--- config.mk ---
export PLATFORM = sky130hd
export DESIGN_NAME = flash_status_top
export DESIGN_NICKNAME = d
export VERILOG_FILES = /design/src/rtl/flash_status_pkg.sv /design/src/rtl/flash_cmd_seq.sv /design/src/rtl/flash_op_ctrl.sv /design/src/rtl/flash_word_store.sv /design/src/rtl/flash_status_top.sv
export SDC_FILE = /design/constraint.sdc
export NUM_CORES = 1
export LEC_CHECK = 0
export BUFFER_PORTS_ARGS = -buffer_cell sky130_fd_sc_hd__buf_2
export CAP_MARGIN = 20
export CORE_MARGIN = 2
export CORE_UTILIZATION = 25
export CTS_BUF_LIST = sky130_fd_sc_hd__clkbuf_4 sky130_fd_sc_hd__clkbuf_8
export CTS_CLUSTER_SIZE = 24
export DETAILED_ROUTE_END_ITERATION = 8
export GPL_TIMING_DRIVEN = 0
export PLACE_DENSITY = 0.46
export SETUP_SLACK_MARGIN = 0.02
export SLEW_MARGIN = 20
export SYNTH_ARGS = -nofsm -noshare
export SYNTH_HDL_FRONTEND = slang
export SYNTH_SLANG_ARGS = --single-unit
--- constraint.sdc ---
create_clock -name clk -period 3.4 [get_ports clk]
set_input_delay 0.51 -clock clk [delete_from_list [all_inputs] [get_ports clk]]
set_output_delay 0.51 -clock clk [all_outputs]
set_load 0.01 [all_outputs]
--- src/rtl/flash_status_pkg.sv ---
package flash_status_pkg;

    typedef enum logic [2:0] {
        CS_IDLE,
        CS_U1,
        CS_U2,
        CS_PROG_ARM,
        CS_ERASE_ARM,
        CS_E_U1,
        CS_E_U2
    } cmd_state_t;

    typedef enum logic [2:0] {
        OP_READ,
        OP_PROG,
        OP_PROG_PROT,
        OP_ERASE_TO,
        OP_ERASE,
        OP_ERASE_PROT
    } op_state_t;

    localparam logic [7:0] CODE_UNLOCK1 = 8'hAA;
    localparam logic [7:0] CODE_UNLOCK2 = 8'h55;
    localparam logic [7:0] CODE_PROG    = 8'hA0;
    localparam logic [7:0] CODE_ESETUP  = 8'h80;
    localparam logic [7:0] CODE_CHIP    = 8'h10;
    localparam logic [7:0] CODE_SECT    = 8'h30;

    localparam int POLL_BIT = 7;
    localparam int TOG_BIT  = 6;

endpackage

--- src/rtl/flash_cmd_seq.sv ---
module flash_cmd_seq
    import flash_status_pkg::*;
#(
    parameter int ADDR_W   = 3,
    parameter int DATA_W   = 8,
    parameter int UNLOCK_A = 5,
    parameter int UNLOCK_B = 2
) (
    input  logic              clk,
    input  logic              rst_n,
    input  logic              enable,
    input  logic              wr_en,
    input  logic [ADDR_W-1:0] wr_addr,
    input  logic [DATA_W-1:0] wr_data,
    output logic              ev_prog,
    output logic              ev_chip,
    output logic              ev_sect
);

    localparam logic [ADDR_W-1:0] ADR_A = ADDR_W'(UNLOCK_A);
    localparam logic [ADDR_W-1:0] ADR_B = ADDR_W'(UNLOCK_B);

    cmd_state_t cs, cs_n;

    function automatic logic hit(input logic [ADDR_W-1:0] a, input logic [7:0] d,
                                 input logic [ADDR_W-1:0] wa, input logic [7:0] c);
        return (a == wa) && (d == c);
    endfunction

    logic [7:0] code;
    assign code = wr_data[7:0];

    always_ff @(posedge clk or negedge rst_n) begin
        if (!rst_n) cs <= CS_IDLE;
        else        cs <= cs_n;
    end

    always_comb begin
        cs_n    = cs;
        ev_prog = 1'b0;
        ev_chip = 1'b0;
        ev_sect = 1'b0;
        if (!enable) begin
            cs_n = CS_IDLE;
        end else if (wr_en) begin
            cs_n = CS_IDLE;
            unique case (cs)
                CS_IDLE:      if (hit(wr_addr, code, ADR_A, CODE_UNLOCK1)) cs_n = CS_U1;
                CS_U1:        if (hit(wr_addr, code, ADR_B, CODE_UNLOCK2)) cs_n = CS_U2;
                CS_U2: begin
                    if (hit(wr_addr, code, ADR_A, CODE_PROG))        cs_n = CS_PROG_ARM;
                    else if (hit(wr_addr, code, ADR_A, CODE_ESETUP)) cs_n = CS_ERASE_ARM;
                end
                CS_PROG_ARM:  ev_prog = 1'b1;
                CS_ERASE_ARM: if (hit(wr_addr, code, ADR_A, CODE_UNLOCK1)) cs_n = CS_E_U1;
                CS_E_U1:      if (hit(wr_addr, code, ADR_B, CODE_UNLOCK2)) cs_n = CS_E_U2;
                CS_E_U2: begin
                    if (hit(wr_addr, code, ADR_A, CODE_CHIP)) ev_chip = 1'b1;
                    else if (code == CODE_SECT)               ev_sect = 1'b1;
                end
                default:      cs_n = CS_IDLE;
            endcase
        end
    end

endmodule

--- src/rtl/flash_op_ctrl.sv ---
module flash_op_ctrl
    import flash_status_pkg::*;
#(
    parameter int ADDR_W         = 3,
    parameter int DATA_W         = 8,
    parameter int SECTORS        = 4,
    parameter int PROG_CYC       = 16,
    parameter int ERASE_CYC      = 48,
    parameter int PROT_PROG_CYC  = 8,
    parameter int PROT_ERASE_CYC = 32,
    parameter int ERASE_WIN_CYC  = 12
) (
    input  logic               clk,
    input  logic               rst_n,
    input  logic               ev_prog,
    input  logic               ev_chip,
    input  logic               ev_sect,
    input  logic               wr_en,
    input  logic [ADDR_W-1:0]  wr_addr,
    input  logic [DATA_W-1:0]  wr_data,
    input  logic [SECTORS-1:0] prot_mask,
    output op_state_t          op_st,
    output logic               busy,
    output logic               prog_b7,
    output logic               do_prog,
    output logic [ADDR_W-1:0]  prog_addr,
    output logic [DATA_W-1:0]  prog_data,
    output logic               do_erase,
    output logic [SECTORS-1:0] erase_mask
);

    localparam int SECT_W = $clog2(SECTORS);
    localparam int MAX_A  = (PROG_CYC > ERASE_CYC) ? PROG_CYC : ERASE_CYC;
    localparam int MAX_B  = (PROT_PROG_CYC > PROT_ERASE_CYC) ? PROT_PROG_CYC : PROT_ERASE_CYC;
    localparam int MAX_C  = (MAX_A > MAX_B) ? MAX_A : MAX_B;
    localparam int MAX_CYC = (MAX_C > ERASE_WIN_CYC) ? MAX_C : ERASE_WIN_CYC;
    localparam int CNT_W  = $clog2(MAX_CYC + 1);

    op_state_t          st, st_n;
    logic [CNT_W-1:0]   cnt, cnt_n;
    logic [SECTORS-1:0] sel, sel_n;
    logic [ADDR_W-1:0]  pa, pa_n;
    logic [DATA_W-1:0]  pd, pd_n;

    function automatic logic [SECT_W-1:0] sect_of(input logic [ADDR_W-1:0] a);
        return a[ADDR_W-1 -: SECT_W];
    endfunction

    function automatic logic [CNT_W-1:0] load(input int n);
        return CNT_W'(n - 1);
    endfunction

    logic [SECTORS-1:0] wr_sect_bit;
    logic               ext_hit;
    logic               live_sel;

    assign wr_sect_bit = SECTORS'(1) << sect_of(wr_addr);
    assign ext_hit     = wr_en && (wr_data[7:0] == CODE_SECT);
    assign live_sel    = |(sel & ~prot_mask);

    always_ff @(posedge clk or negedge rst_n) begin
        if (!rst_n) begin
            st  <= OP_READ;
            cnt <= '0;
            sel <= '0;
            pa  <= '0;
            pd  <= '0;
        end else begin
            st  <= st_n;
            cnt <= cnt_n;
            sel <= sel_n;
            pa  <= pa_n;
            pd  <= pd_n;
        end
    end

    always_comb begin
        st_n  = st;
        cnt_n = cnt;
        sel_n = sel;
        pa_n  = pa;
        pd_n  = pd;
        unique case (st)
            OP_READ: begin
                if (ev_prog) begin
                    pa_n = wr_addr;
                    pd_n = wr_data;
                    if (prot_mask[sect_of(wr_addr)]) begin
                        st_n  = OP_PROG_PROT;
                        cnt_n = load(PROT_PROG_CYC);
                    end else begin
                        st_n  = OP_PROG;
                        cnt_n = load(PROG_CYC);
                    end
                end else if (ev_chip) begin
                    sel_n = '1;
                    if (&prot_mask) begin
                        st_n  = OP_ERASE_PROT;
                        cnt_n = load(PROT_ERASE_CYC);
                    end else begin
                        st_n  = OP_ERASE;
                        cnt_n = load(ERASE_CYC);
                    end
                end else if (ev_sect) begin
                    sel_n = wr_sect_bit;
                    st_n  = OP_ERASE_TO;
                    cnt_n = load(ERASE_WIN_CYC);
                end
            end
            OP_ERASE_TO: begin
                if (ext_hit) begin
                    sel_n = sel | wr_sect_bit;
                    cnt_n = load(ERASE_WIN_CYC);
                end else if (cnt == '0) begin
                    if (live_sel) begin
                        st_n  = OP_ERASE;
                        cnt_n = load(ERASE_CYC);
                    end else begin
                        st_n  = OP_ERASE_PROT;
                        cnt_n = load(PROT_ERASE_CYC);
                    end
                end else begin
                    cnt_n = cnt - 1'b1;
                end
            end
            OP_PROG, OP_PROG_PROT, OP_ERASE, OP_ERASE_PROT: begin
                if (cnt == '0) st_n = OP_READ;
                else           cnt_n = cnt - 1'b1;
            end
            default: st_n = OP_READ;
        endcase
    end

    always_comb begin
        op_st      = st;
        busy       = (st != OP_READ);
        prog_b7    = pd[7];
        prog_addr  = pa;
        prog_data  = pd;
        do_prog    = (st == OP_PROG) && (cnt == '0);
        do_erase   = (st == OP_ERASE) && (cnt == '0);
        erase_mask = sel & ~prot_mask;
    end

endmodule

--- src/rtl/flash_word_store.sv ---
module flash_word_store #(
    parameter int ADDR_W  = 3,
    parameter int DATA_W  = 8,
    parameter int SECTORS = 4
) (
    input  logic               clk,
    input  logic               rst_n,
    input  logic               do_prog,
    input  logic [ADDR_W-1:0]  prog_addr,
    input  logic [DATA_W-1:0]  prog_data,
    input  logic               do_erase,
    input  logic [SECTORS-1:0] erase_mask,
    input  logic [ADDR_W-1:0]  rd_addr,
    output logic [DATA_W-1:0]  rd_word
);

    localparam int WORDS  = 1 << ADDR_W;
    localparam int SECT_W = $clog2(SECTORS);

    logic [DATA_W-1:0] mem [WORDS];

    function automatic logic [SECT_W-1:0] sect_of(input logic [ADDR_W-1:0] a);
        return a[ADDR_W-1 -: SECT_W];
    endfunction

    always_ff @(posedge clk or negedge rst_n) begin
        if (!rst_n) begin
            for (int i = 0; i < WORDS; i++) mem[i] <= '1;
        end else if (do_prog) begin
            mem[prog_addr] <= mem[prog_addr] & prog_data;
        end else if (do_erase) begin
            for (int i = 0; i < WORDS; i++)
                if (erase_mask[sect_of(ADDR_W'(i))]) mem[i] <= '1;
        end
    end

    assign rd_word = mem[rd_addr];

endmodule

--- src/rtl/flash_status_top.sv ---
module flash_status_top
    import flash_status_pkg::*;
#(
    parameter int ADDR_W         = 3,
    parameter int DATA_W         = 8,
    parameter int SECTORS        = 4,
    parameter int UNLOCK_A       = 5,
    parameter int UNLOCK_B       = 2,
    parameter int PROG_CYC       = 16,
    parameter int ERASE_CYC      = 48,
    parameter int PROT_PROG_CYC  = 8,
    parameter int PROT_ERASE_CYC = 32,
    parameter int ERASE_WIN_CYC  = 12
) (
    input  logic               clk,
    input  logic               rst_n,
    input  logic               wr_en,
    input  logic [ADDR_W-1:0]  wr_addr,
    input  logic [DATA_W-1:0]  wr_data,
    input  logic               rd_en,
    input  logic [ADDR_W-1:0]  rd_addr,
    output logic [DATA_W-1:0]  rd_data,
    input  logic [SECTORS-1:0] prot_mask
);

    logic               ev_prog, ev_chip, ev_sect;
    op_state_t          op_st;
    logic               busy, prog_b7;
    logic               do_prog, do_erase;
    logic [ADDR_W-1:0]  prog_addr;
    logic [DATA_W-1:0]  prog_data;
    logic [SECTORS-1:0] erase_mask;
    logic [DATA_W-1:0]  rd_word;
    logic [DATA_W-1:0]  status_word;
    logic               tog_q;

    flash_cmd_seq #(
        .ADDR_W(ADDR_W), .DATA_W(DATA_W),
        .UNLOCK_A(UNLOCK_A), .UNLOCK_B(UNLOCK_B)
    ) u_seq (
        .clk(clk), .rst_n(rst_n), .enable(!busy),
        .wr_en(wr_en), .wr_addr(wr_addr), .wr_data(wr_data),
        .ev_prog(ev_prog), .ev_chip(ev_chip), .ev_sect(ev_sect)
    );

    flash_op_ctrl #(
        .ADDR_W(ADDR_W), .DATA_W(DATA_W), .SECTORS(SECTORS),
        .PROG_CYC(PROG_CYC), .ERASE_CYC(ERASE_CYC),
        .PROT_PROG_CYC(PROT_PROG_CYC), .PROT_ERASE_CYC(PROT_ERASE_CYC),
        .ERASE_WIN_CYC(ERASE_WIN_CYC)
    ) u_ctrl (
        .clk(clk), .rst_n(rst_n),
        .ev_prog(ev_prog), .ev_chip(ev_chip), .ev_sect(ev_sect),
        .wr_en(wr_en), .wr_addr(wr_addr), .wr_data(wr_data),
        .prot_mask(prot_mask),
        .op_st(op_st), .busy(busy), .prog_b7(prog_b7),
        .do_prog(do_prog), .prog_addr(prog_addr), .prog_data(prog_data),
        .do_erase(do_erase), .erase_mask(erase_mask)
    );

    flash_word_store #(
        .ADDR_W(ADDR_W), .DATA_W(DATA_W), .SECTORS(SECTORS)
    ) u_store (
        .clk(clk), .rst_n(rst_n),
        .do_prog(do_prog), .prog_addr(prog_addr), .prog_data(prog_data),
        .do_erase(do_erase), .erase_mask(erase_mask),
        .rd_addr(rd_addr), .rd_word(rd_word)
    );

    always_comb begin
        status_word = '0;
        status_word[POLL_BIT] = ((op_st == OP_PROG) || (op_st == OP_PROG_PROT)) ? ~prog_b7 : 1'b0;
        status_word[TOG_BIT]  = tog_q;
    end

    always_ff @(posedge clk or negedge rst_n) begin
        if (!rst_n) begin
            rd_data <= '0;
            tog_q   <= 1'b0;
        end else if (rd_en) begin
            rd_data <= busy ? status_word : rd_word;
            if (busy) tog_q <= ~tog_q;
        end
    end

endmodule

==> results.toml <==
[worst_setup_path]
cp.required_ps = 3740
slowest_stage = "o22ai_2"
crit_buf_inv = 1
cp.arrival_ps = 3300
startpoint_type = "flop"
crit_chain = "inv_1, ha_1, or4b_4, nor2_1, nand3_1, o22ai_2, o22a_1"
setup.worst_path.class = "reg -> reg"
worst-path-stages = 7
slowest_delay_ps = 730
critPathTopFamily = "simple AND/OR/NAND/NOR gates"
critPathMaxFanout = 8
ff2ff_path_depth = 7
crit_path_end_kind = "flop"

[place]
place.gp.congestion = 0.8193
dp_hpwl_um = 11670
numPortBuffers = 26

[synth]
yosysUniqueCellTypes = 57
postSynthCellCount = 452
async_flop_share_pct = 100.0
synth_ff_type = "dfstp_2"
avgSynthCellArea_um2 = 11.93
syn_nets = 475
syn_area_um2 = 5390
ys_seq_area_share_pct = 47.91
ys_warn_count = 0
ys_seq_elements = 100
synth_edf_count = 0

[job]
cap_violations = 0

[floorplanning]
die_y_um = 150.8
io_pins = 30
fp.dieArea_um2 = 22750
core_um2 = 21090
row_count = 53
start_util_pct = 25.56
die_w_um = 150.8

[global_route]
grt_max_degree = 81
gr-total-overflow = 0
grt_pass1_vias = 4316
grt_pass1_wl_um = 26230
grtUsageTotal_pct = 15.53
grt_antenna_before_repair = 0

[detailed_routing]
drt-initial-drc-count = 411
antenna_left = 0
routedWlPerCell_um = 21.86
dr.pass1.iters = 5
routed_wl_um = 16920
viasPerCell = 5.450
vias = 4218
drc = 0

[timing]
fmax_mhz = 337.1
maxSlewViolCount = 0
rsz0062_at_grt = "no"
slew_headroom_pct = 32.41
tightest_slew_ps = 999.7
finalSetupViolCount = 0
finalCriticalPeriod_ps = 2967
tns_ps = 0
timing.hold.ws_ps = 384.2
hold_viol = 0
fin_crit_sh_pct = 87.26
skew_ps = 17.33

[power_and_ir_drop]
p_total_mw = 2.396
irDropWorstVdd_mv = 0.1626
p_per_area_nw_per_um2 = 389.1
p_leak_nw = 2.346

[cells_and_area]
fill_cells = 2163
antenna_cells = 0
drive_above_1_share_pct = 34.07
areaGrowthSynthToFinish_pct = 14.23
final_nets = 517

[cts]
cts_buffers = 9
path_clk_slew_ps = 100
clock-root-buffer = "clkbuf_8"
clock_sinks = 100
cts_tree = "done"
h-tree-depth = 3
clockBufferDepth = 2
post_cts_buffers = 0
clkLatencyLatePin_ps = 390

[outcome]
outcome = "finished clean"

[worst_hold_path]
holdPathStages = 3
min_path_type = "in -> reg"
[timing repair]
item,CTS,global route
hold buffers,1,0
endpoints found under the setup margin,0,0
endpoints found under the hold margin,5,0
resized for setup,0,0
[Yosys cell counts, drive strengths merged, types with 4 or more instances]
cell type	count	area, um2
a21o	8	120.1
a22oi	32	240.2
and3	4	25.02
and3b	5	43.79
buf	7	38.78
clkbuf	16	60.06
dfrtp	36	900.9
dfstp	64	1682
inv	11	41.29
mux2	17	191.4
mux2i	7	70.07
mux4	17	382.9
nand2	31	116.4
nand2b	7	43.79
nand3	6	30.03
nand3b	4	30.03
nand4	16	100.1
nor2	13	48.80
nor3	6	30.03
nor3b	7	52.55
o21ai	15	75.07
o22a	64	560.5
o22ai	17	171.4
or3	5	31.28
[where the power goes]
group          switching (mW)  leakage [nW]  internal [mW]
clock network           0.463         0.109          0.369
registers              0.0390          1.15           1.27
logic                   0.137          1.08          0.118
[placed cells by master, fill, tap and decap left out, drive strengths merged, types with 4 or more instances in the layout]
cell type and n:
and3 4, mux2 17, nand3b 4, dfrtp 36, clkbuf 26, nor3 6, nand2 31, mux2i 7
nand4 16, o22ai 17, a21o 8, nor2 13, nand3 6, dfstp 64, buf 37, nand2b 7
nor3b 7, and3b 5, inv 14, a22oi 32, o21ai 15, mux4 17, o22a 64, or3 5
[per-stage QoR]
step | util, % | area, um2 | cells | worst slack, ps
2_1_floorplan | - | 5390 | 452 | 1004
3_3_place_gp | 27.81 | 5864 | 753 | 449.0
3_5_place_dp | 28.17 | 5941 | 757 | 478.8
4_1_cts | 29.20 | 6157 | 774 | 452.0
5_1_grt | 29.20 | 6157 | 774 | 298.5
6_report | 29.20 | 6157 | 774 | 433.2
[logic make-up (layout without fill, tap and decap cells)]
| kind of cell | after synthesis | after routing | share of synthesized area, % |
|---|---|---|---|
| DFF | 100 | 100 | 47.91 |
| xor gates and xnor gates | 1 | 1 | 0.1625 |
| buffers and inverters | 34 | 81 | 2.600 |
| AOI/OAI and AO/OA | 159 | 159 | 25.12 |
| and+or+nand+nor | 116 | 116 | 12.02 |
| adders and majority gates | 1 | 1 | 0.2321 |
| muxes | 41 | 41 | 11.95 |
[worst paths after layout]
path                          startpoint                  end  slack (ps)
max                        u_ctrl.cnt[0]      u_store.mem[44]         430
min                           wr_addr[0]  u_ctrl.prog_addr[0]         380
max reg2reg                u_ctrl.cnt[0]      u_store.mem[44]         430
min reg2reg                        tog_q                tog_q         480
max in group asynchronous          rst_n      u_store.mem[54]        2190
min in group asynchronous          rst_n           rd_data[2]         520
[cell type report]
cell class	count	area [um2]	area share, %
Clock inverter	6	68.82	1.118
Timing Repair Buffer	31	196.4	3.190
Inverter	11	41.29	0.6706
Multi-Input combinational cell	318	2688	43.65
Tap cell	275	344.1	5.588
Buffer	23	98.84	1.605
Clock buffer	10	137.6	2.235
Sequential cell	100	2582	41.94
[state kept, by name, indices dropped and copies added (netlist names)]
name	count
u_ctrl.op_st	3
u_seq.cs	3
u_ctrl.cnt	6
u_ctrl.sel	4
u_store.mem	64
rd_data	8
u_ctrl.prog_data	8
u_ctrl.prog_addr	3
tog_q	1
[layer usage]
metal | global-route usage, % | vias up | wire length, um
met5 | 0 | - | 0
met1 | 20.71 | 2163 | 7469
met2 | 25.84 | 147 | 8325
met3 | 2.349 | 19 | 844
li1 | - | 1889 | -
met4 | 5.234 | 0 | 277
[tightest hold or removal path, cell delays in order]
cell	delay, ps
buf_2	110
nand2_1	60
nand2_1	50
Note: power is estimated with default switching activity, not from simulation.
